[src/rtl/mdio_pkg.sv]
package mdio_pkg;
  localparam int PHY_W    = 5;
  localparam int REG_W    = 5;
  localparam int DATA_W   = 16;
  localparam int PRE_BITS = 32;
  // start(2) + opcode(2) + addresses + turnaround(2) + data
  localparam int FRAME_BITS  = PRE_BITS + 4 + PHY_W + REG_W + 2 + DATA_W;
  localparam int RELEASE_IDX = PRE_BITS + 4 + PHY_W + REG_W;
  localparam int DATA_IDX    = RELEASE_IDX + 2;
  localparam int CNT_W       = $clog2(FRAME_BITS);

  typedef enum logic [1:0] {
    OP_WRITE = 2'b01,
    OP_READ  = 2'b10
  } mdio_op_e;
endpackage

[src/rtl/mdio_clk_gen.sv]
module mdio_clk_gen #(
  parameter int DIV_W = 4
) (
  input  logic             clk,
  input  logic             rst_n,
  input  logic             run,
  input  logic [DIV_W-1:0] div,
  output logic             mdc,
  output logic             rise_tick,
  output logic             fall_tick
);
  logic [DIV_W-1:0] cnt;
  logic [DIV_W-1:0] lim;
  logic             half_end;

  assign lim       = (div == '0) ? DIV_W'(1) : div;
  assign half_end  = (cnt >= lim - 1'b1);
  assign rise_tick = run && half_end && !mdc;
  assign fall_tick = run && half_end && mdc;

  always_ff @(posedge clk or negedge rst_n) begin
    if (!rst_n) begin
      cnt <= '0;
      mdc <= 1'b0;
    end else if (!run) begin
      cnt <= '0;
      mdc <= 1'b0;
    end else if (half_end) begin
      cnt <= '0;
      mdc <= ~mdc;
    end else begin
      cnt <= cnt + 1'b1;
    end
  end
endmodule

[src/rtl/mdio_frame_seq.sv]
module mdio_frame_seq
  import mdio_pkg::*;
(
  input  logic              clk,
  input  logic              rst_n,
  input  logic              start,
  input  logic              start_write,
  input  logic [PHY_W-1:0]  phy,
  input  logic [REG_W-1:0]  regad,
  input  logic [DATA_W-1:0] wdata,
  input  logic              fall_tick,
  output logic              busy,
  output logic              is_wr,
  output logic              mdio_o,
  output logic              mdio_oe,
  output logic              done,
  output logic              frame_end,
  output logic              sample_en
);
  localparam logic [CNT_W-1:0] LAST_IX = CNT_W'(FRAME_BITS - 1);
  localparam logic [CNT_W-1:0] REL_IX  = CNT_W'(RELEASE_IDX);
  localparam logic [CNT_W-1:0] DAT_IX  = CNT_W'(DATA_IDX);

  logic [FRAME_BITS-1:0] shreg;
  logic [FRAME_BITS-1:0] frame_w;
  logic [CNT_W-1:0]      bitcnt;
  logic [CNT_W-1:0]      nxt;
  mdio_op_e              op;

  assign op      = start_write ? OP_WRITE : OP_READ;
  assign frame_w = {{PRE_BITS{1'b1}}, 2'b01, op, phy, regad,
                    (start_write ? 2'b10 : 2'b11),
                    (start_write ? wdata : {DATA_W{1'b1}})};
  assign nxt       = bitcnt + 1'b1;
  assign frame_end = busy && fall_tick && (bitcnt == LAST_IX);
  assign sample_en = busy && !is_wr && (bitcnt >= DAT_IX);
  assign mdio_o    = shreg[FRAME_BITS-1];

  always_ff @(posedge clk or negedge rst_n) begin
    if (!rst_n) begin
      shreg   <= '0;
      bitcnt  <= '0;
      busy    <= 1'b0;
      is_wr   <= 1'b0;
      mdio_oe <= 1'b0;
      done    <= 1'b0;
    end else begin
      done <= 1'b0;
      if (start && !busy) begin
        shreg   <= frame_w;
        bitcnt  <= '0;
        busy    <= 1'b1;
        is_wr   <= start_write;
        mdio_oe <= 1'b1;
      end else if (frame_end) begin
        busy    <= 1'b0;
        mdio_oe <= 1'b0;
        done    <= 1'b1;
      end else if (busy && fall_tick) begin
        shreg   <= {shreg[FRAME_BITS-2:0], 1'b0};
        bitcnt  <= nxt;
        mdio_oe <= is_wr || (nxt < REL_IX);
      end
    end
  end
endmodule

[src/rtl/mdio_rx_capture.sv]
module mdio_rx_capture
  import mdio_pkg::*;
(
  input  logic              clk,
  input  logic              rst_n,
  input  logic              rise_tick,
  input  logic              sample_en,
  input  logic              mdio_i,
  input  logic              commit,
  output logic              rd_valid,
  output logic [DATA_W-1:0] rd_data
);
  logic [DATA_W-1:0] shift_q;

  always_ff @(posedge clk or negedge rst_n) begin
    if (!rst_n) begin
      shift_q  <= '0;
      rd_data  <= '0;
      rd_valid <= 1'b0;
    end else begin
      rd_valid <= commit;
      if (rise_tick && sample_en) shift_q <= {shift_q[DATA_W-2:0], mdio_i};
      if (commit) rd_data <= shift_q;
    end
  end
endmodule

[src/rtl/mdio_mgmt_master.sv]
module mdio_mgmt_master
  import mdio_pkg::*;
#(
  parameter int DIV_W = 4
) (
  input  logic              clk,
  input  logic              rst_n,
  input  logic [DIV_W-1:0]  clk_div,
  input  logic              req_valid,
  output logic              req_ready,
  input  logic              req_write,
  input  logic [PHY_W-1:0]  req_phy,
  input  logic [REG_W-1:0]  req_reg,
  input  logic [DATA_W-1:0] req_wdata,
  output logic              busy,
  output logic              done,
  output logic              rd_valid,
  output logic [DATA_W-1:0] rd_data,
  output logic              mdc,
  output logic              mdio_o,
  output logic              mdio_oe,
  input  logic              mdio_i
);
  logic rise_tick, fall_tick, frame_end, sample_en, is_wr, accept;

  assign req_ready = !busy;
  assign accept    = req_valid && req_ready;

  mdio_clk_gen #(.DIV_W(DIV_W)) clk_gen_i (
    .clk       (clk),
    .rst_n     (rst_n),
    .run       (busy),
    .div       (clk_div),
    .mdc       (mdc),
    .rise_tick (rise_tick),
    .fall_tick (fall_tick)
  );

  mdio_frame_seq seq_i (
    .clk         (clk),
    .rst_n       (rst_n),
    .start       (accept),
    .start_write (req_write),
    .phy         (req_phy),
    .regad       (req_reg),
    .wdata       (req_wdata),
    .fall_tick   (fall_tick),
    .busy        (busy),
    .is_wr       (is_wr),
    .mdio_o      (mdio_o),
    .mdio_oe     (mdio_oe),
    .done        (done),
    .frame_end   (frame_end),
    .sample_en   (sample_en)
  );

  mdio_rx_capture cap_i (
    .clk       (clk),
    .rst_n     (rst_n),
    .rise_tick (rise_tick),
    .sample_en (sample_en),
    .mdio_i    (mdio_i),
    .commit    (frame_end && !is_wr),
    .rd_valid  (rd_valid),
    .rd_data   (rd_data)
  );
endmodule

[config.mk]
export PLATFORM = sky130hd
export DESIGN_NAME = mdio_mgmt_master
export DESIGN_NICKNAME = d
export VERILOG_FILES = /design/src/rtl/mdio_pkg.sv /design/src/rtl/mdio_clk_gen.sv /design/src/rtl/mdio_frame_seq.sv /design/src/rtl/mdio_rx_capture.sv /design/src/rtl/mdio_mgmt_master.sv
export SDC_FILE = /design/constraint.sdc
export NUM_CORES = 1
export LEC_CHECK = 0
export ABC_AREA = 1
export BUFFER_PORTS_ARGS = -buffer_cell sky130_fd_sc_hd__buf_2
export CAP_MARGIN = 5
export CORE_ASPECT_RATIO = 0.9
export CORE_MARGIN = 10
export CORE_UTILIZATION = 30
export CTS_BUF_LIST = sky130_fd_sc_hd__clkbuf_4 sky130_fd_sc_hd__clkbuf_8 sky130_fd_sc_hd__clkbuf_16
export DETAILED_ROUTE_END_ITERATION = 12
export PLACE_DENSITY = 0.49
export SETUP_SLACK_MARGIN = 0.4
export SLEW_MARGIN = 10
export SYNTH_ARGS = -nofsm -noshare
export SYNTH_HDL_FRONTEND = slang
export SYNTH_HIERARCHICAL = 1
export SYNTH_SLANG_ARGS = --single-unit
[constraint.sdc]
create_clock -name clk -period 1.9 [get_ports clk]
set_input_delay 0.475 -clock clk [delete_from_list [all_inputs] [get_ports clk]]
set_output_delay 0.475 -clock clk [all_outputs]
set_load 0.005 [all_outputs]
==> metrics, run 1 <==
CP max stage delay=between 0.2 and 0.3 ns; Vias/cell=around 4.4; failing checks=negative setup slack; CTS tree=yes; net count after synthesis=584; Top Ports=58; Pwr Total=9.40 mW; largest net degree at the start of global routing=34; Setup violations, final=between 90 and 100; vias in the first global route=between 3000 and 4000; htree depth=3; TNS Setup=-23.24 ns; WP buf/inv=12; Clock Skew=0.0116 ns; worst skew pair latency=0.36 ns; Synth Instances=544; Crit Path Max Fanout=4; CTS buffer count=9; crit end category=flip-flop; uppermost layer routed=met4; Area Overhead vs Synth=38.9%; unrepaired setup endpoints after global routing=yes; sequential cell area fraction in the yosys report=slightly below 60%; initial core utilization=a little under a third; First DRT Iteration DRCs=between 150 and 200; total grt overflow=0; leakage power=3.10 nW; Fmax=around 450 MHz; Comb power frac=38.9%; HPWL after DPL=6860 um; outcome=finished, violations left; root buf cell=clkbuf_16; multi-input logic area=between 2000 and 2500 sq um; critical-path cell list=buf_6, nor2_4, nand2_2, nand3_2, nand2_1, nand2_1, inv_1, ha_1, nand2_1, inv_1, nand2_2, buf_4, buf_6, buf_4, buf_4, buf_6, buf_6, buf_6, buf_6, buf_6, nand3_4, nor2_1; CP Launch Type=input port; syn_area_per_cell=8.93 sq um; DRC Markers=0; layout cell share with drive strength beyond 1=between 30% and 40%; MaxCap Viol Count=0; Worst EP arrival=about 2.5 ns; Port Buf Inserts=57; Final Cell Area=6750 sq um; Clock Tree Buf Depth=2; share of Yosys cell area claimed by the top area cell type=about 58%; Final GP Congestion=0.768; Mapped Area=between 4000 and 5000 sq um; WL met2=5350 um; placed standard-cell area=around 5600 sq um; FILL cells=~1600; initial antenna violation count=0; logic depth of the worst path, buffers included=22; Final Cycle Share=118%; PD cells=roughly 1400 nW/um^2; metal3 WL=between 600 and 700 um; register share of total power=37.4%; Final Util=approximately 42%; Hold Vio Cnt, Final=0; drt total wl=11400 um; first-pass GRT wire length=about 19000 um; cell family with most CP delay=buffers and inverters; Placement Rows=44; slew margin rel.=between 70% and 80%; wire per inst=between 10 and 15 um; # hold bufs at CTS=0; Slew @ Worst Pin=0.358 ns; crit-path most repeated cell=buf_6; dominant cell type by area after synthesis=dfrtp_1; Worst Hold Class=input port to asynchronous set/reset pin; Yosys reg bits=about 110; synth top area cells=dfrtp_1 (58%), nor2_1 (11%), nand2_1 (7.3%), inv_1 (4.0%), nand3_1 (2.6%); Setup CP Type=input port to flip-flop; Final Critical Period=2.24 ns; DRT Pass-1 Iters=4; synth warn=6; Max stage delay cell, worst path=ha_1; GRT Total Usage=around a tenth; clock power share=between 20% and 30%; final worst-path setup slack=-0.339 ns; most frequent cells in the layout=dfrtp_1 (111), nand2_1 (90), nor2_1 (80); Worst Path Required=about 2.2 ns; Die Wd=between 150 and 200 um; nets=a little under 700; Reg2Reg Depth=16; Clk pin slew, worst setup/hold paths=about 0.080 ns; commonest non-fill, non-tap cell in the layout=dfrtp_1; Slew Viols, Final=0; Net Sw Power=around 3.2 mW; Sink Count=between 100 and 150; die height=141 um; Synth cell types=33; Vias=3784; Int Pwr=6.20 mW; Final ANT Viol Nets=0; switch share=34.0%; Antenna Cells=0; register area=approximately 2800 sq um; area of the die=21700 sq um; maximum vdd drop=704 uV; Core Area=between 15000 and 20000 sq um; M1 WL=between 5000 and 6000 um
[routing by layer]
metal,vias to the layer above,global-route usage [%]
met5,-,0
li1,1924,-
met2,54,15.9
met4,0,3.28
met1,1793,13.0
met3,13,3.77
[cells by family after synthesis]
family	synth area share, %
xor+xnor	0.361
simple gates	23.5
fa+ha+maj	1.29
compound gates	9.12
buf+inv	8.06
flops	57.7
[per-stage QoR]
stage / instances / hold slack, ns / setup WS [ns]
floorplan: 544 / 0.179 / -0.499
global route: 857 / 0.0326 / -0.493
finish: 857 / 0.0223 / -0.339
detailed placement: 813 / 0.416 / -0.701
CTS: 852 / 0.0256 / -0.287
global placement: 813 / 0.414 / -0.649
[path summary, 6_finish.rpt]
path | from | to | slack, ns
max | clk_div[1] | clk_gen_i/cnt[3]$_DFF_PN0_ | -0.34
min | rst_n | clk_gen_i/cnt[2]$_DFF_PN0_ | 0.02
max reg2reg | clk_gen_i/cnt[3]$_DFF_PN0_ | seq_i/shreg[58]$_DFFE_PN0P_ | -0.26
min reg2reg | cap_i/shift_q[15]$_DFFE_PN0P_ | cap_i/shift_q[15]$_DFFE_PN0P_ | 0.48
max in group asynchronous | rst_n | seq_i/shreg[29]$_DFFE_PN0P_ | 1.35
min in group clk | req_wdata[0] | seq_i/shreg[0]$_DFFE_PN0P_ | 0.37
[power groups by stage]
stage	Sequential (mW)	Clock, mW	Combinational (mW)
floorplan	3.35	0	1.71
global placement	3.41	0	2.33
detailed placement	3.43	0	2.40
CTS	3.43	2.29	3.22
global route	3.59	2.38	4.04
finish	3.52	2.23	3.66
[what timing repair did]
action | 4_1_cts | 5_1_grt
endpoints found under the hold margin | 0 | 0
endpoints found under the setup margin | 109 | 113
pin swaps | 14 | 15
cloned | 7 | 2
gates resized for setup | 68 | 69
buffers inserted | 16 | 3
[Yosys cell counts]
| library cell | number |
|---|---|
| nor2_1 | 138 |
| dfrtp_1 | 112 |
| nand2_1 | 94 |
| inv_1 | 52 |
| nand3_1 | 25 |
| o21ai_0 | 21 |
| o22ai_1 | 15 |
| o21ai_1 | 14 |
| o211ai_1 | 10 |
| buf_2 | 7 |
| buf_6 | 7 |
| nand2_2 | 7 |
| buf_4 | 5 |
| ha_1 | 5 |
| a21oi_1 | 3 |
| clkbuf_1 | 3 |
| nor2_2 | 3 |
| o21a_1 | 3 |
| o22ai_2 | 3 |
| inv_2 | 2 |
| nand2_4 | 2 |
| nand4_1 | 2 |
| a21oi_4 | 1 |
| buf_8 | 1 |
| clkbuf_2 | 1 |
| inv_4 | 1 |
| nand2_8 | 1 |
| nand3_2 | 1 |
| nor2_4 | 1 |
| nor3_1 | 1 |
| o21bai_1 | 1 |
| xnor2_1 | 1 |
| xor2_1 | 1 |
[registers in the layout, summed over array words and instances, names as in the netlist]
name,count
clk_gen_i/mdc,1
seq_i/busy,1
cap_i/rd_valid,1
seq_i/done,1
seq_i/mdio_oe,1
seq_i/is_wr,1
seq_i/bitcnt,6
seq_i/shreg,64
clk_gen_i/cnt,4
cap_i/shift_q,16
cap_i/rd_data,16
[cell type report]
| type | instances | share of cell area [%] |
|---|---|---|
| clock buffer | 9 | 3.34 |
| clock inverter | 7 | 1.87 |
| inverter | 55 | 3.17 |
| multi-input combinational | 354 | 29.9 |
| sequential | 112 | 41.6 |
| tap | 207 | 3.84 |
| timing repair buffer | 113 | 16.3 |
Power figures use the tool's default switching activity.
==> inputs of run 2 (changes only) <==
--- a/config.mk
+++ b/config.mk
@@ -5,7 +5,7 @@
 export SDC_FILE = /design/constraint.sdc
 export NUM_CORES = 1
 export LEC_CHECK = 0
-export ABC_AREA = 1
+export ABC_AREA = 0
 export BUFFER_PORTS_ARGS = -buffer_cell sky130_fd_sc_hd__buf_2
 export CAP_MARGIN = 5
 export CORE_ASPECT_RATIO = 0.9
==> run 2 against run 1 <==
Against the previous run:
- the flow still finishes with violations (negative setup slack)
- clock power fell by 14%
- combinational power fell by 23%
- setup slack got worse by 0.22 ns
- critical endpoint is now seq_i/shreg[29]$_DFFE_PN0P_
- sequential power rose by 4%
- register-to-register slack got worse by 0.05 ns
- clock-buffer cell count rose by 2
- non-clock buffer count rose by 2
- cell count fell by 9.0%
- global-route usage rose by 0.30 points
- maximum frequency fell by 8.9%
==> metrics, run 2 <==
outcome=finished, violations left; failing checks=negative setup slack; Int Pwr=roughly 5.7 mW; crit end category=flip-flop; syn_area_per_cell=10.5 sq um; Core Area=about 16000 sq um; Final ANT Viol Nets=0; mux contribution to synthesized area=a little under a tenth; Sink Count=about 110; initial antenna violation count=0; Reg with most FFs=seq_i/shreg; Crit Path Max Fanout=7; Slew @ Worst Pin=about 0.37 ns; DP Worst Slack=-1.05 ns; Net Sw Power=roughly 2.7 mW; Post-synth top flop=dfrtp_1; wire per inst=approximately 15 um; MaxCap Viol Count=0; Final Critical Period=about 2.5 ns; largest net degree at the start of global routing=41; Synth cell types=53; Clock Tree Buf Depth=2; count leader, synth=dfrtp_1; Synth Area in Compound Gates=between 10 and 15%; CP Launch Type=input port; critical-path cell list=buf_6, or2_4, nor3b_2, a21oi_1, ha_1, o211a_1, o21ai_2, a21boi_2, nand2_2, buf_6, a31oi_4, buf_12, buf_12, nand2_2, a31oi_1; Mapped Area=roughly 5000 sq um; Top Registers=seq_i/shreg (64), cap_i/rd_data (16), cap_i/shift_q (16); DRT Pass-1 Iters=4; register share of total power=a little over two fifths; total grt overflow=0; Setup violations, final=around 110; DRC Markers=0; htree depth=3; Final Cycle Share=129%; Worst Path Required=2.16 ns; PD cells=about 1300 nW/um^2; vias in the first global route=approximately 3900; Placed Cells=~740; Final Util=40.9%; Max stage delay cell, worst path=ha_1; Yosys reg bits=roughly 110; Vias/cell=4.80; Fmax=around 410 MHz; Setup CP Type=input port to flip-flop; Async SR Flop Fraction=100%; clock power share=approximately 23%; synth warn=6; top post-synthesis cells by count=dfrtp_1 (112), nand2_1 (105), o21ai_0 (40); placed standard-cell area=slightly below 6000 sq um; area of the die=~22000 sq um; Worst EP arrival=2.72 ns; layout cell share with drive strength beyond 1=38.2%; Slew Viols, Final=0; slew margin rel.=between 70% and 80%; WP buf/inv=4; Synth Area in Simple Gates=between 10% and 20%; Final GP Congestion=0.749; fin cells=just under 800; CTS buffer count=9; xor and xnor area share after synthesis=less than 1%; Synth Instances=roughly 470; Clk pin slew, worst setup/hold paths=0.07 ns; commonest non-fill, non-tap cell in the layout=dfrtp_1; Comb power frac=about a third; Final Cell Area=approximately 6600 sq um; main combinational cell family by area after synthesis=simple AND/OR/NAND/NOR gates; switch share=32.3%; die height=roughly 140 um; Vias=~3700; share of Yosys cell area claimed by the top area cell type=between 50% and 60%; CTS tree=yes; initial core utilization=between 30% and 40%; GRT Total Usage=10.6%; Antenna Cells=0; TNS Setup=-49.47 ns; HPWL after DPL=7280 um; unrepaired setup endpoints after global routing=yes; sequential cell area fraction in the yosys report=between 50% and 60%; adder-cell share of the synthesized area=under 10%; net count after synthesis=513; first-pass GRT wire length=approximately 20000 um; leakage power=~3.2 nW; Worst Hold Class=input port to asynchronous set/reset pin; cell family with most CP delay=compound AO/OA/AOI/OAI gates; Area Overhead vs Synth=33.7%; Clock Skew=between 0.007 and 0.008 ns; First DRT Iteration DRCs=about 210; root buf cell=clkbuf_16; Port Buf Inserts=57; CP max stage delay=0.30 ns; maximum vdd drop=just over 500 uV; drt total wl=around 12000 um; dominant cell type by area after synthesis=dfrtp_1; Hold Vio Cnt, Final=0; worst skew pair latency=between 0.3 and 0.4 ns; nets=roughly 600; synth top area cells=dfrtp_1 (57%), nand2_1 (8.0%), mux2_2 (4.8%), o21ai_0 (4.0%), mux2_4 (3.6%); Die Wd=between 150 and 200 um; most frequent cells in the layout=dfrtp_1 (112), nand2_1 (83), buf_2 (52); Top Ports=58; Placement Rows=44; final worst-path setup slack=-0.558 ns; max FFs per register=between 60 and 70; number of flops mapped to enable cells by yosys=0
[run 2: cell types whose count changed after synthesis, moves of 12 or more]
cell | previous run | this run
mux2_4 | 0 | 12
a31oi_1 | 0 | 13
o21ai_0 | 21 | 40
inv_1 | 52 | 6
nor3_1 | 1 | 20
nand3_1 | 25 | 8
mux2_2 | 0 | 21
nor2_1 | 138 | 32
[run 2: logic make-up (layout without fill, tap and decap cells)]
kind of cell | Yosys count | count (layout)
fa+ha+maj | 6 | 6
flops | 112 | 112
compound gates | 89 | 89
simple gates | 189 | 189
buf+inv | 37 | 137
mux | 37 | 37
xor+xnor | 3 | 3
[run 2: worst paths after layout]
check	from	endpoint	slack (ns)	cells after the start
max in group asynchronous	rst_n	cap_i/rd_data[10]$_DFFE_PN0P_	1.32	2
max	clk_div[0]	seq_i/shreg[29]$_DFFE_PN0P_	-0.56	15
max reg2reg	clk_gen_i/cnt[3]$_DFF_PN0_	seq_i/shreg[29]$_DFFE_PN0P_	-0.31	11
min reg2reg	seq_i/shreg[43]$_DFFE_PN0P_	seq_i/shreg[44]$_DFFE_PN0P_	0.47	2
min in group clk	req_write	seq_i/shreg[0]$_DFFE_PN0P_	0.35	2
min	rst_n	clk_gen_i/cnt[3]$_DFF_PN0_	0.04	1
[run 2: per-stage QoR]
step,total power [mW],hold WS (ns)
after CTS,8.29,0.0470
after floorplan,5.15,0.179
final,8.38,0.0359
after global placement,5.83,0.420
after detailed placement,5.91,0.425
after global routing,9.00,0.0569
[run 2: routing by layer]
layer	vias to the layer above	global-route usage (%)	routed length [um]	part of all wire, %
li1	1829	-	-	-
met1	1844	14.1	5570	48
met2	65	16.4	5300	46
met3	9	3.23	555	4.8
met4	0	2.46	93	0.81
met5	-	0	0	0
[run 2: final cells by class]
| cell class | count | area, sq um |
|---|---|---|
| tap | 207 | 259 |
| clock buffer | 11 | 246 |
| multi-input combinational | 324 | 2250 |
| clock inverter | 5 | 56.3 |
| fill | 1589 | 9570 |
| timing repair buffer | 115 | 987 |
| inverter | 6 | 22.5 |
| sequential | 112 | 2800 |
[run 2: power groups by stage]
stage / logic [mW] / clock network, mW / registers (mW)
4_1_cts: 2.68 / 1.99 / 3.63
2_1_floorplan: 1.61 / 0 / 3.55
3_5_place_dp: 2.29 / 0 / 3.62
6_report: 2.81 / 1.92 / 3.65
3_3_place_gp: 2.22 / 0 / 3.61
5_1_grt: 3.15 / 2.11 / 3.74
[run 2: timing repair]
action,CTS,global route
endpoints found under the setup margin,113,113
resized for setup,57,21
pin swaps,48,16
hold buffers,0,0
cloned,1,0
setup buffers,19,1
